`config.mk`:
```
export PLATFORM = sky130hd
export DESIGN_NAME = ram_bus_arbiter
export DESIGN_NICKNAME = d
export VERILOG_FILES = /design/src/rtl/ram_arb_pkg.sv /design/src/rtl/arb_first_pick.sv /design/src/rtl/arb_candidates.sv /design/src/rtl/arb_pair_lock.sv /design/src/rtl/ram_bus_arbiter.sv
export SDC_FILE = /design/constraint.sdc
export NUM_CORES = 1
export LEC_CHECK = 0
export BUFFER_PORTS_ARGS = -buffer_cell sky130_fd_sc_hd__buf_2
export CAP_MARGIN = 20
export CORE_UTILIZATION = 50
export CTS_CLUSTER_DIAMETER = 120
export CTS_CLUSTER_SIZE = 30
export DETAILED_ROUTE_END_ITERATION = 8
export PLACE_DENSITY = 0.81
export SLEW_MARGIN = 30
export SYNTH_ARGS = -nofsm -noshare
export SYNTH_HDL_FRONTEND = slang
export SYNTH_HIERARCHICAL = 1
export SYNTH_SLANG_ARGS = --single-unit
```
`constraint.sdc`:
```
create_clock -name clk -period 4.9 [get_ports clk]
set_input_delay 0 -clock clk [delete_from_list [all_inputs] [get_ports clk]]
set_output_delay 0 -clock clk [all_outputs]
set_load 0.1 [all_outputs]
```
`src/rtl/ram_arb_pkg.sv`:
```
package ram_arb_pkg;

    localparam int OP_COUNT = 7;

    typedef enum logic [2:0] {
        OP_INIT   = 3'd0,
        OP_LOOKUP = 3'd1,
        OP_ADD    = 3'd2,
        OP_DEL    = 3'd3,
        OP_REG    = 3'd4,
        OP_FIND   = 3'd5,
        OP_AGE    = 3'd6
    } op_e;

    typedef enum logic [1:0] {
        PAIR_FREE = 2'd0,
        PAIR_ADD  = 2'd1,
        PAIR_DEL  = 2'd2
    } pair_e;

    typedef logic [OP_COUNT-1:0] opvec_t;

    typedef struct packed {
        opvec_t gnt;
        opvec_t preempt;
    } arb_out_t;

    function automatic opvec_t bit_of(op_e o);
        return opvec_t'(1) << o;
    endfunction

endpackage

```
`src/rtl/arb_first_pick.sv`:
```
module arb_first_pick #(
    parameter int WIDTH = 7
) (
    input  logic [WIDTH-1:0] cand,
    output logic [WIDTH-1:0] first
);
    logic [WIDTH-1:0] seen;

    generate
        for (genvar i = 0; i < WIDTH; i++) begin : g_pick
            if (i == 0) begin : g_head
                assign first[i] = cand[i];
                assign seen[i]  = cand[i];
            end else begin : g_tail
                assign first[i] = cand[i] & ~seen[i-1];
                assign seen[i]  = seen[i-1] | cand[i];
            end
        end
    endgenerate
endmodule

```
`src/rtl/arb_candidates.sv`:
```
module arb_candidates
    import ram_arb_pkg::*;
(
    input  opvec_t gnt_q,
    input  opvec_t req,
    input  opvec_t done,
    input  pair_e  lock_eff,
    output opvec_t cand
);
    opvec_t elig;

    always_comb begin
        // a holder that signals done is not eligible at the same edge
        elig = req & ~(gnt_q & done);
        cand = elig;
        case (lock_eff)
            PAIR_ADD: cand[OP_DEL] = 1'b0;
            PAIR_DEL: cand[OP_ADD] = 1'b0;
            default:  ;
        endcase
        if (gnt_q[OP_INIT] && elig[OP_INIT]) begin
            cand = bit_of(OP_INIT);
        end else if (gnt_q[OP_ADD] && elig[OP_ADD]) begin
            cand = elig & (bit_of(OP_ADD) | bit_of(OP_LOOKUP));
        end else if (gnt_q[OP_DEL] && elig[OP_DEL]) begin
            cand = elig & (bit_of(OP_DEL) | bit_of(OP_LOOKUP));
        end
    end
endmodule

```
`src/rtl/arb_pair_lock.sv`:
```
module arb_pair_lock
    import ram_arb_pkg::*;
(
    input  logic   clk,
    input  logic   rst,
    input  opvec_t gnt_q,
    input  opvec_t req,
    input  opvec_t done,
    input  opvec_t gnt_nxt,
    output pair_e  lock_eff,
    output pair_e  lock_q
);
    logic  clear;
    pair_e lock_d;

    always_comb begin
        clear = (gnt_q[OP_INIT] & done[OP_INIT])
              | (gnt_q[OP_ADD]  & done[OP_ADD])
              | (gnt_q[OP_DEL]  & done[OP_DEL])
              | ((lock_q == PAIR_ADD) & ~req[OP_ADD])
              | ((lock_q == PAIR_DEL) & ~req[OP_DEL]);
        lock_eff = clear ? PAIR_FREE : lock_q;
        if (gnt_nxt[OP_ADD]) begin
            lock_d = PAIR_ADD;
        end else if (gnt_nxt[OP_DEL]) begin
            lock_d = PAIR_DEL;
        end else begin
            lock_d = lock_eff;
        end
    end

    always_ff @(posedge clk) begin
        if (rst) begin
            lock_q <= PAIR_FREE;
        end else begin
            lock_q <= lock_d;
        end
    end
endmodule

```
`src/rtl/ram_bus_arbiter.sv`:
```
module ram_bus_arbiter
    import ram_arb_pkg::*;
(
    input  logic                clk,
    input  logic                rst,
    input  logic [OP_COUNT-1:0] op_req,
    input  logic [OP_COUNT-1:0] op_done,
    output logic [OP_COUNT-1:0] op_gnt,
    output logic [OP_COUNT-1:0] op_preempt
);
    arb_out_t state_q;
    arb_out_t state_d;
    opvec_t   cand;
    opvec_t   gnt_nxt;
    pair_e    lock_eff;
    pair_e    lock_q;

    arb_pair_lock u_lock (
        .clk      (clk),
        .rst      (rst),
        .gnt_q    (state_q.gnt),
        .req      (op_req),
        .done     (op_done),
        .gnt_nxt  (gnt_nxt),
        .lock_eff (lock_eff),
        .lock_q   (lock_q)
    );

    arb_candidates u_cand (
        .gnt_q    (state_q.gnt),
        .req      (op_req),
        .done     (op_done),
        .lock_eff (lock_eff),
        .cand     (cand)
    );

    arb_first_pick #(.WIDTH(OP_COUNT)) u_pick (
        .cand  (cand),
        .first (gnt_nxt)
    );

    always_comb begin
        state_d.gnt     = gnt_nxt;
        // lost the bus while still mid operation
        state_d.preempt = state_q.gnt & ~gnt_nxt & op_req & ~op_done;
    end

    always_ff @(posedge clk) begin
        if (rst) begin
            state_q <= '0;
        end else begin
            state_q <= state_d;
        end
    end

    assign op_gnt     = state_q.gnt;
    assign op_preempt = state_q.preempt;
endmodule

```
==> qor.txt, run 1 <==
RSZ-0062 raised after global routing - no
Critical Path End Type - register
Highest clock rate - 299 MHz
Fin. Hold Viols - 0
Layout Skew - 10.5 ps
Clock power share - 0.313
Power density cells - 264 nW/um2
Req. time, crit path - 5090 ps
Count leader, synth - dfxtp_1
Die Ht - 41.6 um
Multi-input logic area - 432 um2
CTS tree - yes
First-pass GRT wire length - 2970 um
Clock Pin Slew Worst Setup and Hold Paths - 100 ps
Slack of the worst reg-to-reg path - 1560 ps
Most frequent cells after synthesis - dfxtp_1 (16), nor2b_1 (8), nand3b_1 (7), nor3_2 (7)
Tightest Pin Transition - 869 ps
Crit-path max FO - 6
Fill count - 93
Drt drc - 0
Synthesized netlist cell count - 81
Hpwl dp - 1230 um
Combinational share of power - 0.205
Number of enable flip-flop cells after synthesis - 0
Drt via density - 5.35
Cell taking the most area after synthesis - dfxtp_1
Diode count - 0
Post-CTS Setup Repair Bufs - 0
Die area - 1730 um2
WL/cell - 13.0 um
Cell row count - 13
DRT Pass-1 Iters - 4
Largest cells by area after synthesis - dfxtp_1 (41%), nor3_2 (8.9%), nand3b_1 (6.7%), nor2b_1 (6.4%), and3_1 (4.0%)
Yosys reg bits - 16
RD Place Congestion - 0.887
Skew-Pair Late Insertion Delay - 290 ps
Final nets - 139
Post-synth top area share - 0.408
GRT busiest layer - met2
IO Port Bufs - 29
Predominant post-synthesis flop cell - dfxtp_1
Area Growth Syn to Fin - 35.8%
Register share of total power - 0.482
Worst setup SP type - register
Relative slew slack - 0.413
Syn avg cell area - 9.70 um2
Largest net degree at the start of global routing - 19
Met1 Use GR - 0.304
Inserted Clock Buffers - 3
Reg area - 320 um2
Setup-failing EPs final - 0
WHS - 8.21 ps
Final setup TNS - 0 ps
Yosys warnings - 6
Initial antenna violation count - 0
Met3 usage - 0.0435
Status - finished clean
Time the worst path needs with I/O delays and setup - 3340 ps
Post-route cell area - 1070 um2
TritonCTS Sinks - 16
GR Util met2 - 0.334
# IOs - 30
Core outline area - 1380 um2
H-tree depth - 1
Placed cell area - 931 um2
Post-Route WL - 1790 um
Internal Power - 200 uW
Setup CP Type - register to register
Layout cell share with drive strength beyond 1 - 0.344
Final ANT Viol Nets - 0
Mapped Area - 786 um2
Clk buf depth - 2
# resized after CTS - 0
Static leakage - 0.492 nW
Initial Util - 0.568
Post-CTS Hold Buffers - 10
Sequential share of the synthesized area - 0.408
Crit share post-route - 0.682
Crit path DAT - 3530 ps
Syn Nets - 97
Root Driver - clkbuf_4
DR vias - 733
Synth cell types - 27
Die width - 41.6 um
Sw Ratio - 0.292
Sw power - 82.4 uW
Slew Limit Fails - 0
Gr usage total - 0.218
Starting DRT DRC Count - 34
Max-cap violations - 0
Vias in the first global route - 672
Peak VDD IR - 0.178 mV
Ys async rst share - 0
Grt ovf - 0
Hold Path Class - input pin to register
state kept, by name (all words and copies together) (netlist names):
signal and count:
op_preempt 7, op_gnt 7, u_lock/lock_q 2
cells in the final DEF (no fill, tap or decap):
| master | instances |
|---|---|
| o41ai_1 | 1 |
| dlygate4sd3_1 | 10 |
| nand3b_1 | 7 |
| and4b_1 | 1 |
| inv_1 | 4 |
| buf_2 | 29 |
| or4_4 | 1 |
| nor2b_1 | 8 |
| a222oi_1 | 1 |
| clkbuf_8 | 1 |
| and3b_1 | 3 |
| nand2b_1 | 1 |
| and3_1 | 5 |
| and2b_1 | 1 |
| nor3b_1 | 3 |
| and2_1 | 2 |
| o21a_1 | 2 |
| dfxtp_1 | 16 |
| nor4b_1 | 1 |
| nor4b_2 | 1 |
| clkbuf_4 | 3 |
| nor2_1 | 4 |
| a31o_1 | 1 |
| nand2_1 | 5 |
| a32o_1 | 1 |
| nor3_1 | 1 |
| nor3_2 | 7 |
| o31ai_1 | 1 |
| o311ai_0 | 1 |
critical path, cell delays in order (launching register included):
cell,delay [ps]
dfxtp_1,360
a222oi_1,550
and2_1,230
inv_1,50
o311ai_0,390
nor3_1,110
or4_4,450
nor4b_2,300
nand3b_1,190
nor3_2,60
dlygate4sd3_1,560
worst paths after layout:
kind | endpoint | startpoint | depth (start not counted)
max | op_preempt[6] | op_gnt[0] | 10
min | op_preempt[0] | op_req[0] | 3
max reg2reg | op_preempt[6] | op_gnt[0] | 10
min reg2reg | op_preempt[3] | op_gnt[3] | 2
per-stage QoR:
step                      utilization  setup WS (ps)  power [mW]  instances
after CTS                       0.772           1680       0.282        137
after global routing            0.772           1380       0.292        137
final                           0.772           1560       0.282        137
after detailed placement        0.673           2220       0.191        123
after floorplan                     -           1920       0.178         81
after global placement          0.673           2260       0.190        123
power by group through the flow:
stage / registers (mW) / clock network, mW / logic, mW
2_1_floorplan: 0.156 / 0 / 0.0219
3_3_place_gp: 0.139 / 0 / 0.0518
3_5_place_dp: 0.139 / 0 / 0.0525
4_1_cts: 0.136 / 0.0892 / 0.0572
5_1_grt: 0.136 / 0.0936 / 0.0617
6_report: 0.136 / 0.0882 / 0.0577
area by class of cell:
cell class                 count  area share
multi-input combinational     59       0.404
timing repair buffer          39       0.230
tap                           15      0.0176
sequential                    16       0.300
clock buffer                   4      0.0340
inverter                       4      0.0141
metal layers:
metal / routed length [um] / up-vias
met5: 0 / -
met4: 29 / 0
met3: 86 / 6
met2: 821 / 32
met1: 848 / 322
li1: - / 373
cell families (layout without fill, tap and decap cells):
| group | after synthesis | count (layout) | share of synthesized area |
|---|---|---|---|
| AOI/OAI and AO/OA | 8 | 8 | 0.0876 |
| buffers and inverters | 6 | 47 | 0.0430 |
| DFF | 16 | 16 | 0.408 |
| and+or+nand+nor | 51 | 51 | 0.462 |
Power figures use the tool's default switching activity.
==> run 2, diff against run 1 <==
- ABC_AREA: not set -> 1
- CORE_UTILIZATION: 50 -> 48
- PLACE_DENSITY: 0.81 -> 0.77
- clock period: 4.9 -> 3.45 ns (I/O delays scaled with it)
==> qor.txt, run 2 <==
Status - finished clean
Largest net degree at the start of global routing - 12
Clock power share - 0.254
Syn avg cell area - 6.91 um2
Fin. Hold Viols - 0
Worst setup SP type - register
Die width - 45.1 um
Sw power - 125 uW
Relative slew slack - 0.676
Combinational share of power - 0.250
Skew-Pair Late Insertion Delay - 280 ps
Cell row count - 15
Time the worst path needs with I/O delays and setup - 1890 ps
Ys async rst share - 0
Cell mode on critical path - inv_1
Yosys reg bits - 16
Highest clock rate - 530 MHz
Number of enable flip-flop cells after synthesis - 0
Diode count - 0
Initial Util - 0.516
DR vias - 921
Final ANT Viol Nets - 0
First-pass GRT wire length - 3240 um
Mapped Area - 891 um2
Most frequent cells after synthesis - inv_1 (29), nand2_1 (27), dfxtp_1 (16)
Power density cells - 321 nW/um2
Worst-path cell chain - nor2_1, nand2_1, nand2_2, nor2_2, nand2_1, inv_1, nor3_1, nor3_1, inv_1, nor2_1, inv_1, nand3_1, a21oi_2
Hpwl dp - 1430 um
RD Place Congestion - 0.899
Req. time, crit path - 3620 ps
Grt ovf - 0
Core outline area - 1730 um2
Slowest CP cell - dfxtp_1
Slack of the worst reg-to-reg path - 1560 ps
Area Growth Syn to Fin - 36.0%
WL/cell - 10.3 um
DRT Pass-1 Iters - 4
Peak VDD IR - 0.192 mV
Synthesized netlist cell count - 129
Vias in the first global route - 806
Syn Nets - 145
Total power - 389 uW
Clk buf depth - 2
Reg area - 320 um2
Gr usage total - 0.220
Die area - 2030 um2
# IOs - 30
Starting DRT DRC Count - 19
Cell taking the most area after synthesis - dfxtp_1
Predominant post-synthesis flop cell - dfxtp_1
Final nets - 191
Crit share post-route - 0.547
Post-layout util - 0.701
Largest cells by area after synthesis - dfxtp_1 (36%), inv_1 (12%), nand2_1 (11%), nor2_2 (7.0%), nand3_2 (6.7%)
Synth cell types - 21
Crit-path max FO - 4
Crit path largest cell delay - 400 ps
Inserted Clock Buffers - 3
Static leakage - 0.605 nW
Register share of total power - 0.497
Crit path DAT - 2060 ps
Post-synth top area share - 0.360
Die Ht - 45.1 um
H-tree depth - 1
Layout Skew - 0.780 ps
Layout cell share with drive strength beyond 1 - 0.318
Final setup TNS - 0 ps
Drt via density - 4.65
Most frequent cells in the layout - inv_1 (29), buf_2 (29), nand2_1 (27)
Slew Limit Fails - 0
Critical path buffers and inverters - 3
Drt drc - 0
# resized after CTS - 0
Count leader, synth - inv_1
TritonCTS Sinks - 16
Clock Pin Slew Worst Setup and Hold Paths - 90 ps
Tightest Pin Transition - 490 ps
Sw Ratio - 0.322
Max-cap violations - 0
IO Port Bufs - 29
Root Driver - clkbuf_4
Sequential share of the synthesized area - 0.360
Fill count - 147
Internal Power - 263 uW
Multi-input logic area - 432 um2
Hold Path Class - input pin to register
Post-Route WL - 2030 um
WHS - 64.1 ps
Crit path max-delay family - simple AND/OR/NAND/NOR gates
RSZ-0062 raised after global routing - no
Yosys warnings - 6
Initial antenna violation count - 0
Critical Path End Type - register
Setup CP Type - register to register
Setup-failing EPs final - 0
CTS tree - yes
==> run 2: per-layer routing <==
layer	global-route usage	wire length [um]
met5	0	0
met4	0.0970	14
met3	0.0360	83
met2	0.386	1030
met1	0.262	910
==> run 2: per-stage QoR <==
step,area [um2],setup WS (ps),instances
floorplan,891,1130,129
global placement,1050,1690,181
detailed placement,1050,1640,181
CTS,1210,1630,198
global route,1210,1440,198
finish,1210,1560,198
==> run 2: area by class of cell <==
class | instances | area share
clock buffers | 3 | 0.0186
inverters | 30 | 0.0992
multi-input cells | 81 | 0.356
flip-flops and latches | 16 | 0.264
well taps | 25 | 0.0258
repair buffers | 43 | 0.236
==> run 2: cell families (layout without fill, tap and decap cells) <==
group                  Yosys count  count (layout)  synth area share
buffers and inverters           32              76             0.156
DFF                             16              16             0.360
and+or+nand+nor                 74              74             0.441
AOI/OAI and AO/OA                7               7            0.0435
==> run 2: repair_timing <==
item | in CTS | in global routing
setup buffers | 0 | 0
hold buffers | 14 | 0
endpoints found under the hold margin | 7 | 0
==> run 2: worst paths after layout <==
kind | from | to | cells after the start
worst max-delay path | u_lock/lock_q[0] | u_lock/lock_q[0] | 13
worst min register to register | op_gnt[5] | op_preempt[5] | 2
worst max register to register | u_lock/lock_q[0] | u_lock/lock_q[0] | 13
worst min-delay path | rst | op_gnt[5] | 2
==> run 2: worst register-to-register path: stages, from the launching register on <==
cell	delay [ps]
dfxtp_1	400
nor2_1	70
nand2_1	70
nand2_2	70
nor2_2	110
nand2_1	80
inv_1	80
nor3_1	60
nor3_1	290
inv_1	120
nor2_1	200
inv_1	80
nand3_1	100
a21oi_2	50
==> run 2: power groups by stage <==
stage | Combinational [mW] | Sequential, mW | Clock [mW]
after floorplan | 0.0427 | 0.219 | 0
after global placement | 0.0830 | 0.197 | 0
after detailed placement | 0.0852 | 0.197 | 0
after CTS | 0.0961 | 0.193 | 0.104
after global routing | 0.105 | 0.194 | 0.113
final | 0.0969 | 0.193 | 0.0985
==> run 3, diff against run 2 <==
- clock period: 3.45 -> 1.9 ns (I/O delays scaled with it)
==> qor.txt, run 3 (synthesis results as in run 2) <==
R2R depth - 12
R2R Path Start - op_gnt[3]
Post-layout util - 0.714
Hold Path Stages - 2
Die area - 2030 um2
Grt ovf - 0
Post-Route WL - 2010 um
Layout cell share with drive strength beyond 1 - 0.351
Clock Pin Slew Worst Setup and Hold Paths - 100 ps
Final ANT Viol Nets - 0
Setup-failing EPs final - 0
Status - finished clean
Peak VDD IR - 0.332 mV
Drt via density - 4.49
Final Non-Filler Cells - 199
Drt drc - 0
Critical Path End Type - register
DR vias - 894
Slack of the worst reg-to-reg path - 140 ps
Largest net degree at the start of global routing - 12
Core outline area - 1730 um2
Area Growth Syn to Fin - 38.3%
Diode count - 0
First-pass GRT wire length - 3110 um
Die Ht - 45.1 um
Post-CTS Setup Repair Bufs - 0
IO Port Bufs - 29
Total power - 716 uW
Hold Path Class - input pin to register
Worst R2R End - op_preempt[2]
Layout Skew - 7.63 ps
RD Place Congestion - 0.884
Crit path DAT - 1960 ps
Gr usage total - 0.219
Hpwl dp - 1370 um
Power density cells - 581 nW/um2
Crit share post-route - 0.928
Worst setup SP type - register
Crit-path max FO - 6
Inserted Clock Buffers - 3
Most frequent cells in the layout - inv_1 (29), buf_2 (29), nand2_1 (27)
Slew Limit Fails - 0
RSZ-0062 raised after global routing - yes
Initial antenna violation count - 0
Worst hold endpoint - op_gnt[3]
Time the worst path needs with I/O delays and setup - 1760 ps
# IOs - 30
Final nets - 191
Setup CP Type - register to register
Max-cap violations - 0
Vias in the first global route - 778
CTS tree - yes
Die width - 45.1 um
Highest clock rate - 567 MHz
H-tree depth - 1
Final setup TNS - 0 ps
Placed cells - 181
Cell row count - 15
Root Driver - clkbuf_4
Req. time, crit path - 2100 ps
TritonCTS Sinks - 16
WL/cell - 10.1 um
Skew-Pair Late Insertion Delay - 290 ps
Fin. Hold Viols - 0
DRT Pass-1 Iters - 4
Relative slew slack - 0.677
Tightest Pin Transition - 488 ps
Worst hold path startpoint - rst
Initial Util - 0.516
Clk buf depth - 2
Static leakage - 0.609 nW
Starting DRT DRC Count - 13
run 3: cell count changes in the layout (fill, tap and decap cells not counted), sizes merged:
cell    change
clkbuf      +1
run 3: area by class of cell:
class	count	area [um2]
fillers	167	494
clock buffers	4	26.3
flip-flops and latches	16	330
repair buffers	43	285
well taps	25	31.3
inverters	30	120
multi-input cells	81	439
run 3: worst max path at each step:
stage	startpoint	endpoint	cells past startpoint
after detailed placement	op_gnt[3]	u_lock/lock_q[0]	12
after global routing	op_gnt[0]	op_preempt[2]	12
after floorplan	op_gnt[0]	op_preempt[2]	13
after CTS	op_gnt[3]	u_lock/lock_q[0]	12
after global placement	u_lock/lock_q[0]	u_lock/lock_q[0]	13
final	op_gnt[3]	op_preempt[2]	12
run 3: what timing repair did:
action	CTS	global route
endpoints found under the setup margin	0	6
hold buffers	14	0
resized for setup	0	3
hold endpoints to repair	7	0
run 3: through the flow:
step | hold slack [ps] | cell area (um2) | worst slack [ps]
2_1_floorplan | 62.4 | 900 | 13.4
3_3_place_gp | 238 | 1060 | 147
3_5_place_dp | 243 | 1060 | 137
4_1_cts | 62.0 | 1220 | 113
5_1_grt | 58.7 | 1230 | -11.3
6_report | 65.5 | 1230 | 136
run 3: power breakdown:
group | switching [mW] | internal (mW) | total, mW
clock | 0.108 | 0.0817 | 0.189
sequential | 0.00759 | 0.342 | 0.350
combinational | 0.115 | 0.0621 | 0.177
total | 0.230 | 0.486 | 0.716
run 3: layer usage:
metal  vias up  track usage  share of wire
li1        479            -              -
met1       387        0.264           0.48
met2        24        0.365           0.47
met3         4       0.0480          0.032
met4         0        0.109          0.014
met5         -            0              0
run 3: critical path: stages (launching register included):
cell and delay (ps):
dfxtp_4 370, nand2_1 120, nand3_4 90, nor3b_1 190
inv_1 70, nand2_1 60, nand3_1 70, a21oi_1 130
inv_1 90, nor3_1 240, inv_1 100, nand2_1 100
nor2_2 50
